File: src/rtl/thresh_fifo_pkg.sv
package thresh_fifo_pkg;
  // Buffer-configuration word layout (register-visible, fixed positions)
  localparam int CFG_W     = 16;
  localparam int RXEN_BIT  = 15;
  localparam int HIWAT_LSB = 8;
  localparam int TXEN_BIT  = 7;
  localparam int LOWAT_LSB = 0;
  localparam int LVL_W     = 5;

  typedef struct packed {
    logic             rx_en;
    logic [LVL_W-1:0] hi_lvl;
    logic             tx_en;
    logic [LVL_W-1:0] lo_lvl;
  } buf_cfg_t;
endpackage

File: src/rtl/thresh_fifo_cfg.sv
module thresh_fifo_cfg
  import thresh_fifo_pkg::*;
(
  input  logic             clk,
  input  logic             rst_n,
  input  logic             we,
  input  logic [CFG_W-1:0] wdata,
  output buf_cfg_t         cfg,
  output logic [CFG_W-1:0] rdata
);
  buf_cfg_t cfg_q, cfg_d;
  logic     unused_cfg_bits;

  assign unused_cfg_bits = ^{wdata[14:13], wdata[6:5]};

  always_comb begin
    cfg_d = cfg_q;
    if (we) begin
      cfg_d.rx_en  = wdata[RXEN_BIT];
      cfg_d.hi_lvl = wdata[HIWAT_LSB +: LVL_W];
      cfg_d.tx_en  = wdata[TXEN_BIT];
      cfg_d.lo_lvl = wdata[LOWAT_LSB +: LVL_W];
    end
  end

  always_ff @(posedge clk or negedge rst_n) begin
    if (!rst_n) begin
      cfg_q.rx_en  <= 1'b0;
      cfg_q.hi_lvl <= '1;
      cfg_q.tx_en  <= 1'b0;
      cfg_q.lo_lvl <= '0;
    end else if (we) begin
      cfg_q <= cfg_d;
    end
  end

  always_comb begin
    rdata                        = '0;
    rdata[RXEN_BIT]              = cfg_q.rx_en;
    rdata[HIWAT_LSB +: LVL_W]    = cfg_q.hi_lvl;
    rdata[TXEN_BIT]              = cfg_q.tx_en;
    rdata[LOWAT_LSB +: LVL_W]    = cfg_q.lo_lvl;
  end

  assign cfg = cfg_q;
endmodule

File: src/rtl/thresh_fifo_store.sv
module thresh_fifo_store #(
  parameter int DEPTH = 32,
  parameter int WIDTH = 16,
  localparam int PTR_W = $clog2(DEPTH),
  localparam int CNT_W = $clog2(DEPTH + 1)
) (
  input  logic             clk,
  input  logic             rst_n,
  input  logic             push,
  input  logic [WIDTH-1:0] wdata,
  input  logic             pop,
  output logic [WIDTH-1:0] head_data,
  output logic [CNT_W-1:0] count,
  output logic             full,
  output logic             empty
);
  logic [WIDTH-1:0] mem [DEPTH];
  logic [PTR_W-1:0] head_q, head_d, tail;
  logic [CNT_W-1:0] cnt_q, cnt_d;
  logic             push_ok, pop_ok;

  assign full    = (cnt_q == CNT_W'(DEPTH));
  assign empty   = (cnt_q == '0);
  assign push_ok = push && !full;
  assign pop_ok  = pop && !empty;
  // DEPTH is a power of two, so the sum wraps naturally
  assign tail    = head_q + cnt_q[PTR_W-1:0];

  always_comb begin
    head_d = head_q;
    cnt_d  = cnt_q;
    if (pop_ok) head_d = head_q + 1'b1;
    case ({push_ok, pop_ok})
      2'b10:   cnt_d = cnt_q + 1'b1;
      2'b01:   cnt_d = cnt_q - 1'b1;
      default: cnt_d = cnt_q;
    endcase
  end

  always_ff @(posedge clk or negedge rst_n) begin
    if (!rst_n) begin
      head_q <= '0;
      cnt_q  <= '0;
    end else if (push_ok || pop_ok) begin
      head_q <= head_d;
      cnt_q  <= cnt_d;
    end
  end

  for (genvar i = 0; i < DEPTH; i++) begin : g_word
    always_ff @(posedge clk) begin
      if (push_ok && (tail == PTR_W'(i))) mem[i] <= wdata;
    end
  end

  assign head_data = mem[head_q];
  assign count     = cnt_q;
endmodule

File: src/rtl/thresh_fifo_level.sv
module thresh_fifo_level
  import thresh_fifo_pkg::*;
#(
  parameter int CNT_W = 6
) (
  input  buf_cfg_t         cfg,
  input  logic [CNT_W-1:0] count,
  input  logic             active,
  input  logic             dir_rd,
  output logic             rx_req,
  output logic             tx_req,
  output logic             hi_flag,
  output logic             lo_flag
);
  logic live, hi_hit, lo_hit;

  always_comb begin
    live    = active || (count != '0);
    hi_hit  = live && dir_rd  && (count > CNT_W'(cfg.hi_lvl));
    lo_hit  = live && !dir_rd && (count < CNT_W'(cfg.lo_lvl));
    rx_req  = hi_hit && cfg.rx_en;
    hi_flag = hi_hit && !cfg.rx_en;
    tx_req  = lo_hit && cfg.tx_en;
    lo_flag = lo_hit && !cfg.tx_en;
  end
endmodule

File: src/rtl/thresh_fifo.sv
module thresh_fifo
  import thresh_fifo_pkg::*;
#(
  parameter int DEPTH = 32,
  parameter int WIDTH = 16,
  localparam int CNT_W = $clog2(DEPTH + 1)
) (
  input  logic             clk,
  input  logic             rst_n,
  input  logic             cfg_we,
  input  logic [CFG_W-1:0] cfg_wdata,
  output logic [CFG_W-1:0] cfg_rdata,
  input  logic             host_push,
  input  logic [WIDTH-1:0] host_wdata,
  input  logic             host_pop,
  input  logic             eng_push,
  input  logic [WIDTH-1:0] eng_wdata,
  input  logic             eng_pop,
  output logic [WIDTH-1:0] head_data,
  input  logic             xfer_active,
  input  logic             xfer_rd,
  output logic             rx_dma_req,
  output logic             tx_dma_req,
  output logic             af_flag,
  output logic             ae_flag,
  output logic [CNT_W-1:0] fill_count,
  output logic             full,
  output logic             empty
);
  logic [1:0]       rst_sync_q;
  logic             rst_int_n;
  buf_cfg_t         cfg;
  logic             push, pop;
  logic [WIDTH-1:0] push_data;

  // asynchronous assert, synchronous release
  always_ff @(posedge clk or negedge rst_n) begin
    if (!rst_n) rst_sync_q <= 2'b00;
    else        rst_sync_q <= {rst_sync_q[0], 1'b1};
  end
  assign rst_int_n = rst_sync_q[1];

  // host side wins when both sides present data together
  assign push      = host_push || eng_push;
  assign push_data = host_push ? host_wdata : eng_wdata;
  assign pop       = host_pop || eng_pop;

  thresh_fifo_cfg u_cfg (
    .clk   (clk),
    .rst_n (rst_int_n),
    .we    (cfg_we),
    .wdata (cfg_wdata),
    .cfg   (cfg),
    .rdata (cfg_rdata)
  );

  thresh_fifo_store #(.DEPTH(DEPTH), .WIDTH(WIDTH)) u_store (
    .clk       (clk),
    .rst_n     (rst_int_n),
    .push      (push),
    .wdata     (push_data),
    .pop       (pop),
    .head_data (head_data),
    .count     (fill_count),
    .full      (full),
    .empty     (empty)
  );

  thresh_fifo_level #(.CNT_W(CNT_W)) u_level (
    .cfg     (cfg),
    .count   (fill_count),
    .active  (xfer_active),
    .dir_rd  (xfer_rd),
    .rx_req  (rx_dma_req),
    .tx_req  (tx_dma_req),
    .hi_flag (af_flag),
    .lo_flag (ae_flag)
  );
endmodule

File: config.mk
export PLATFORM = sky130hd
export DESIGN_NAME = thresh_fifo
export DESIGN_NICKNAME = d
export VERILOG_FILES = /design/src/rtl/thresh_fifo_pkg.sv /design/src/rtl/thresh_fifo_cfg.sv /design/src/rtl/thresh_fifo_store.sv /design/src/rtl/thresh_fifo_level.sv /design/src/rtl/thresh_fifo.sv
export SDC_FILE = /design/constraint.sdc
export NUM_CORES = 1
export LEC_CHECK = 0
export ABC_CLOCK_PERIOD_IN_PS = 2080
export CAP_MARGIN = 25
export CORE_MARGIN = 5
export CORE_UTILIZATION = 45
export CTS_CLUSTER_SIZE = 24
export DETAILED_ROUTE_END_ITERATION = 10
export DONT_BUFFER_PORTS = 1
export GPL_ROUTABILITY_DRIVEN = 0
export SLEW_MARGIN = 15
export SYNTH_ARGS = -nofsm -noshare
export SYNTH_HDL_FRONTEND = slang
export SYNTH_SLANG_ARGS = --single-unit
File: constraint.sdc
create_clock -name clk -period 2.08 [get_ports clk]
set_clock_uncertainty 0.1 [all_clocks]
set_input_delay 0.416 -clock clk [delete_from_list [all_inputs] [get_ports clk]]
set_output_delay 0.416 -clock clk [all_outputs]
set_load 0.01 [all_outputs]
# == Word-level counts from Yosys, hierarchy flattened ==
# Memory sizes are Yosys's and may differ from the RTL's.
# Cells that the tools add are included.
# op_classes
add_sub_neg,4
order_cmp,2
eq_ne,34
n_mux,159
reduce_logical,88
# ops
cell,n
$mux 16,32
$reduce_or 16->1,31
$mux 5,31
$mux 1,95
$eq 5x5->1 const B,16
$logic_and 1x1->1,42
$eq 5x4->1 const B,8
$eq 5x3->1 const B,4
$pmux 6 s2,1
$eq 5x2->1 const B,2
$add 6x1->6 const B,1
$eq 6x6->1 const B,1
$gt 6x5->1,1
$logic_not 6->1,1
$lt 6x5->1,1
$reduce_bool 6->1,1
$sub 6x1->6 const B,1
$add 5x1->5 const B,1
$add 5x5->5,1
$eq 5x1->1 const B,1
$logic_not 1->1,5
$logic_not 5->1,1
$logic_or 1x1->1,4
$reduce_and 2->1,2
3 further kinds,3
# totals
ff_bits,25
ram_bits,512
input_bits,57
out_inout_bits,44
wordCells,295
memories,1
# mem_list
name,words,width,rd,rd_clocked_by_memory_dff,wr,line_no,rtl
u_store.mem,32,16,1,0,1,thresh_fifo_store.sv:17,logic [WIDTH-1:0] mem [DEPTH];

# == Depth between registers and ports, before layout ==
# Gate-level depths: netlist of the first run.
# logic_depth
ltp_word,38
mapped_depth,13

# == Hierarchy ==
# Synthesis of the first run repeated with hierarchy kept, for this count alone.
# hier_totals
cells_unflattened,1072
hier_area_um2,21835.9
# by_module_without_submodules
mod,n_inst,cells_per_inst,area_each_um2
thresh_fifo_store,1,967,20613.5
thresh_fifo_cfg,1,42,614.3
thresh_fifo,1,23,311.5
thresh_fifo_level,1,40,296.5

# == Worst setup path before layout of the first run ==
# OpenSTA, ideal clock, no wires.
# synth_timing
kind,register to register
startpoint,reg u_store.head_q[0]
endpoint,mem u_store.mem[14][0] (enable)
setup_ps,430
t_arrival_ps,3502
setup_slack_ps,-1952
stages_incl_launch_ff,8
path_buffers,1
cell_sequence,dfrtp_1 > ha_1 > fa_1 > a21o_1 > a21oi_2 > xor2_1 > buf_4 > nor4_1
# synth_between
elab_chain_cells,37
elab_cells_between_ends,222
classes_between,add/sub (1); eq/ne (31); mux (126); reduce/logical (64)
# synth_lines
item,line_no,rtl
start: declaration,thresh_fifo_store.sv:18,"logic [PTR_W-1:0] head_q, head_d, tail;"
start signal: assignment,thresh_fifo_store.sv:42,head_q <= '0;
start signal: assignment,thresh_fifo_store.sv:45,head_q <= head_d;
$add 5x5->5 *,thresh_fifo_store.sv:27,assign tail = head_q + cnt_q[PTR_W-1:0];
$eq 5x1->1,thresh_fifo_store.sv:52,if (push_ok && (tail == PTR_W'(i))) mem[i] <= wdata;
$logic_and 1x1->1,thresh_fifo_store.sv:52,
$mux 1,thresh_fifo_store.sv:52,
$mux 1 (implied by the code),thresh_fifo_store.sv:52,
$reduce_or 16->1 (no source line),-,
$mux 5 (no source line) or $mux 1 (tied branches) (31 in series),-,
end: declaration,thresh_fifo_store.sv:17,
# Every way passes the cells marked *; elsewhere a longest branch is shown, timed or not.

# == Final worst setup path of the first run ==
# layout_timing
startpoint,reg u_store.head_q[1]
endpoint,out head_data[2]
# layout_between
elab_chain_cells,1
# layout_lines
item,line_no,rtl
$mem_v2 32x16,-,
end: declaration,thresh_fifo.sv:19,"output logic [WIDTH-1:0] head_data,"
# No other way between the ends.

==> results of run 1 <==
-- repair_timing --
action                                  CTS  global route
endpoints found under the setup margin  539           540
gates cloned                             16             9
buffers inserted                         58            39
pin swaps                                48            53
endpoints found under the hold margin    14             0
hold buffers                             15             0
gates resized for setup                 125            64
-- worst max-delay path, stage by stage, from the launching register on --
cell,delay (ps)
dfrtp_4,520
buf_12,180
buf_16,170
mux2i_2,160
a22oi_2,270
nand4_1,200
buf_4,200
nor2_4,130
buf_6,120
-- state kept, by name (all words and copies together) (netlist names) --
register / cells
rst_sync_q: 2
u_cfg.cfg: 12
u_store.count: 6
u_store.head_q: 5
u_store.mem: 512
-- kinds of logic after synthesis --
kind of cell | count (synthesis) | share of synthesized area
compound gates | 163 | 0.0547
xor+xnor | 16 | 0.00677
fa+ha+maj | 18 | 0.0107
buf+inv | 94 | 0.0213
flops | 537 | 0.734
mux | 282 | 0.131
other cells | 2 | 0.000344
simple gates | 146 | 0.0418
-- power by group through the flow --
stage	clock network (mW)	logic, mW	registers [mW]
finish	9.30	27.6	15.6
global route	9.94	28.9	15.8
CTS	9.42	25.5	15.6
detailed placement	0	20.5	15.8
global placement	0	20.3	15.7
floorplan	0	11.3	15.8
-- placed cells by master (no fill, tap or decap), types with 16 or more instances in the layout --
cell	Yosys	layout
edfxtp_1	512	512
mux2i_1	260	254
buf_4	10	192
a22oi_1	128	83
buf_6	2	69
clkbuf_16	0	68
buf_12	0	66
a22oi_2	0	45
nand4_1	34	34
nor4_4	1	25
clkbuf_1	19	25
mux2_2	22	22
dfrtp_1	20	16
-- final cells by class --
cell class                      count  area [µm²]  area share
Multi-Input combinational cell    630        6430       0.219
Clock inverter                     17         206     0.00701
Timing Repair Buffer              374        4500       0.153
Tap cell                          615         769      0.0261
Antenna cell                        1        2.50   0.0000850
Inverter                           10        37.5     0.00128
Sequential cell                   537       16000       0.544
Clock buffer                       80        1470      0.0500
-- layer usage --
metal	global-route usage	up-vias	part of all wire
li1	-	5766	-
met1	0.311	6685	0.43
met2	0.347	415	0.48
met3	0.0479	73	0.069
met4	0.0495	2	0.021
met5	0	-	0.00022
-- through the flow --
| step | util | setup TNS [ps] | area, µm² | setup WS (ps) | hold WS (ps) |
|---|---|---|---|---|---|
| floorplan | - | -429820 | 22500 | -988 | 20.4 |
| global placement | 0.532 | -300980 | 25500 | -671 | 20.5 |
| detailed placement | 0.532 | -327010 | 25500 | -707 | 20.5 |
| CTS | 0.603 | -365510 | 28800 | -1030 | 130 |
| global route | 0.615 | -453630 | 29400 | -1090 | 171 |
| finish | 0.615 | -410200 | 29400 | -999 | 118 |
-- final timing paths --
kind	slack, ps	endpoint
worst min-delay path	120	u_cfg.cfg[11]
min in group clk	220	u_store.head_q[2]
worst min register to register	120	u_cfg.cfg[11]
worst max register to register	-880	u_store.mem[6][2]
worst max-delay path	-1000	head_data[2]
max in group asynchronous	1250	rst_sync_q[0]
==> flow_summary.ini, run 1 <==
[power]
netSwitchingPower_mw = 18.3
irDropWorstVdd_mv = 1.33
swShare = 0.349
combPwrFrac = 0.526
p_per_area_mw_per_mm2 = 1780
leakagePower_nw = 10.7
p_total_mw = 52.5
seqPwrFrac = 0.297
internal_power_mw = 34.2
pwr-share-clk = 0.177

[global_routing]
grt_overflow = 0
grt_pass1_vias = 13100
grt_util_all_layers = 0.218
antenna_found_initial = 1
grt_max_degree = 33
grt_pass1_wl_um = 85800

[sta]
drv_slew = 0
finalHoldViolations = 0
max_freq_ghz = 0.325
setup_slack_ps = -999
setup_viol = 539
timing.slew.headroom = 0.506
post-route-period-util = 1.48
worstMarginPinSlew_ps = 741
finalCriticalPeriod_ps = 3080
rsz0062_at_grt = yes

[die]
die_w_um = 230
initial_core_util = 0.456
die-area_mm2 = 0.0530
coreArea_mm2 = 0.0478
fp.dieH_um = 230
rows = 80
io_pins = 101

[detailed_routing]
via_count = 12900
drtIter0Drc = 1193
via_per_inst = 5.72
detail-route-antenna-nets = 0
first_pass_iters = 5
wirelength_um = 59400
drc = 0
avgRoutedWirePerCell_um = 26.2

[cts]
clockBufferDepth = 3
htreeDepth = 2
cts-root-buf = clkbuf_16
cts.sinks = 537
numCtsBuffers = 54
clk_latency_ps = 590
clkTransAtPathRegs_ps = 60
cts_tree = done

[logic_synthesis]
ys_seq_area_frac = 0.734
synth_top_area_share = 0.705
synth_most_common_cell = edfxtp_1
ys.flop_type = edfxtp_1
synthCells = 1258
syn_area_per_cell_um2 = 17.3
yosys_register_bits = 537
async_flop_share = 0.0466
syn_area_mm2 = 0.0218
synth_cell_types = 53
synth_common_cells = edfxtp_1, mux2i_1, a22oi_1, buf_2, nand4_1
yosys_warnings = 0
synth-edff-count = 512
yosysTopAreaCell = edfxtp_1
post_synth_main_area_contributors = edfxtp_1, mux2i_1, a22oi_1

[worst_setup_path]
required_ps = 1560
r2r_cells = 12
crit_type = reg -> out
crit_fanout = 14
worstSetupEndpointType = output pin
startpoint = u_store.head_q[1]
start_kind = flip-flop
cp.arrival_ps = 2560
reg2reg_from = u_store.head_q[0]

[placed_design]
numPortBuffers = 0
dpl.cell_count = 2041
dp_hpwl_um = 35100

[final_layout]
finalNonFillerCells = 2264
final_nets = 1682
area_growth_pct = 34.9
drive_gt1_frac = 0.361
fillers = 3393

[outcome]
violations = setup timing
status = finished, violations left

[flow_run]
cap_violations = 0

[min_path]
hold_class = reg -> async
Note: power is estimated with default switching activity, not from simulation.
==> inputs of run 2 (changes only) <==
PLACE_DENSITY = 0.64   (was not set)
SKIP_CTS_REPAIR_TIMING = 1   (was not set)
==> flow_summary.ini, run 2 (same netlist as run 1, synthesis figures left out) <==
[outcome]
status = finished, violations left
violations = setup timing

[worst_setup_path]
startpoint = u_store.head_q[1]
path_cells = buf_12, buf_4, clkbuf_16, mux2i_1, a22oi_1, nand4_1, nor2_2, buf_4
worstSetupEndpointType = output pin
cpPeakStageDelay_ps = 530
required_ps = 1560
start_kind = flip-flop
crit_path_frequent_cell = buf_4
crit_slowest_cell = dfrtp_4
cp.arrival_ps = 2580
crit_fanout = 18
path_delay_family = buffers and inverters
crit_buf_inv = 4
reg2reg_from = u_store.head_q[1]
crit_type = reg -> out

[cts]
clkTransAtPathRegs_ps = 60
cts-root-buf = clkbuf_16
htreeDepth = 2
clk_latency_ps = 600
numCtsBuffers = 55
clockBufferDepth = 3
cts.sinks = 537
cts_tree = done

[final_layout]
drive_gt1_frac = 0.321
fin_util = 0.588
final_common_cell = edfxtp_1
final_nets = 1589
design_area_mm2 = 0.0281
top_register = u_store.mem
area_growth_pct = 28.9
largest_register_ffs = 512
finalNonFillerCells = 2175
final_cell_mix = edfxtp_1, mux2i_1, buf_4
diodes = 0

[global_routing]
grt_max_degree = 62
antenna_found_initial = 1
grt_pass1_vias = 12200
grt_util_all_layers = 0.196
grt_overflow = 0
grt_pass1_wl_um = 77800

[placed_design]
dp_hpwl_um = 33800
postPlaceCellArea_mm2 = 0.0248
dpl.cell_count = 1994
numPortBuffers = 0

[die]
io_pins = 101
initial_core_util = 0.456
die-area_mm2 = 0.0530
fp.dieH_um = 230
rows = 80
coreArea_mm2 = 0.0478
die_w_um = 230

[sta]
setup_viol = 539
finalCriticalPeriod_ps = 3090
post-route-period-util = 1.49
finalHoldViolations = 0
worstMarginPinSlew_ps = 701
timing.slew.headroom = 0.531
rsz0062_at_grt = yes
fin_tns_setup_ps = -381940
max_freq_ghz = 0.323
setup_slack_ps = -1010
drv_slew = 0

[power]
seqPwrFrac = 0.326
irDropWorstVdd_mv = 1.15
leakagePower_nw = 10.1
swShare = 0.358
pwr-share-clk = 0.200
netSwitchingPower_mw = 17.2
p_per_area_mw_per_mm2 = 1700
combPwrFrac = 0.474
internal_power_mw = 30.7

[detailed_routing]
via_count = 12400
via_per_inst = 5.69
wirelength_um = 55800
drc = 0
drtIter0Drc = 902
first_pass_iters = 5
avgRoutedWirePerCell_um = 25.7
detail-route-antenna-nets = 0

[flow_run]
cap_violations = 0

[min_path]
hold_class = reg -> async
run 2: final timing paths:
path,to,slack [ps],cells after the start
max,head_data[4],-1010,8
min,u_cfg.cfg[4],120,1
max reg2reg,u_store.mem[14][11],-820,11
min reg2reg,u_cfg.cfg[4],120,1
max in group asynchronous,rst_sync_q[0],1280,2
min in group clk,u_store.head_q[0],200,4
run 2: per-stage QoR:
step / hold slack, ps / power, mW / setup WS (ps)
after floorplan: 20.4 / 27.1 / -988
after global placement: 20.5 / 34.2 / -840
after detailed placement: 20.5 / 34.5 / -853
after CTS: -630 / 44.1 / -1450
after global routing: 162 / 49.9 / -1120
final: 121 / 47.9 / -1010
run 2: metal layers:
| layer | GRT usage | vias up | wire [µm] |
|---|---|---|---|
| met5 | 0 | - | 0 |
| met4 | 0.0532 | 0 | 1370 |
| met3 | 0.0384 | 79 | 2880 |
| met2 | 0.330 | 356 | 27900 |
| met1 | 0.264 | 6368 | 23700 |
| li1 | - | 5582 | - |
run 2: power groups by stage:
stage / logic, mW / clock network (mW) / registers [mW]
finish: 22.7 / 9.57 / 15.6
global route: 23.9 / 10.2 / 15.8
CTS: 18.8 / 9.74 / 15.6
detailed placement: 18.8 / 0 / 15.8
global placement: 18.5 / 0 / 15.7
floorplan: 11.3 / 0 / 15.8
run 2: area by class of cell:
cell class | count | area [µm²]
timing repair buffer | 280 | 3250
multi-input combinational | 630 | 6280
clock buffer | 68 | 1430
fill | 3534 | 19700
clock inverter | 35 | 339
sequential | 537 | 16000
tap | 615 | 769
inverter | 10 | 37.5
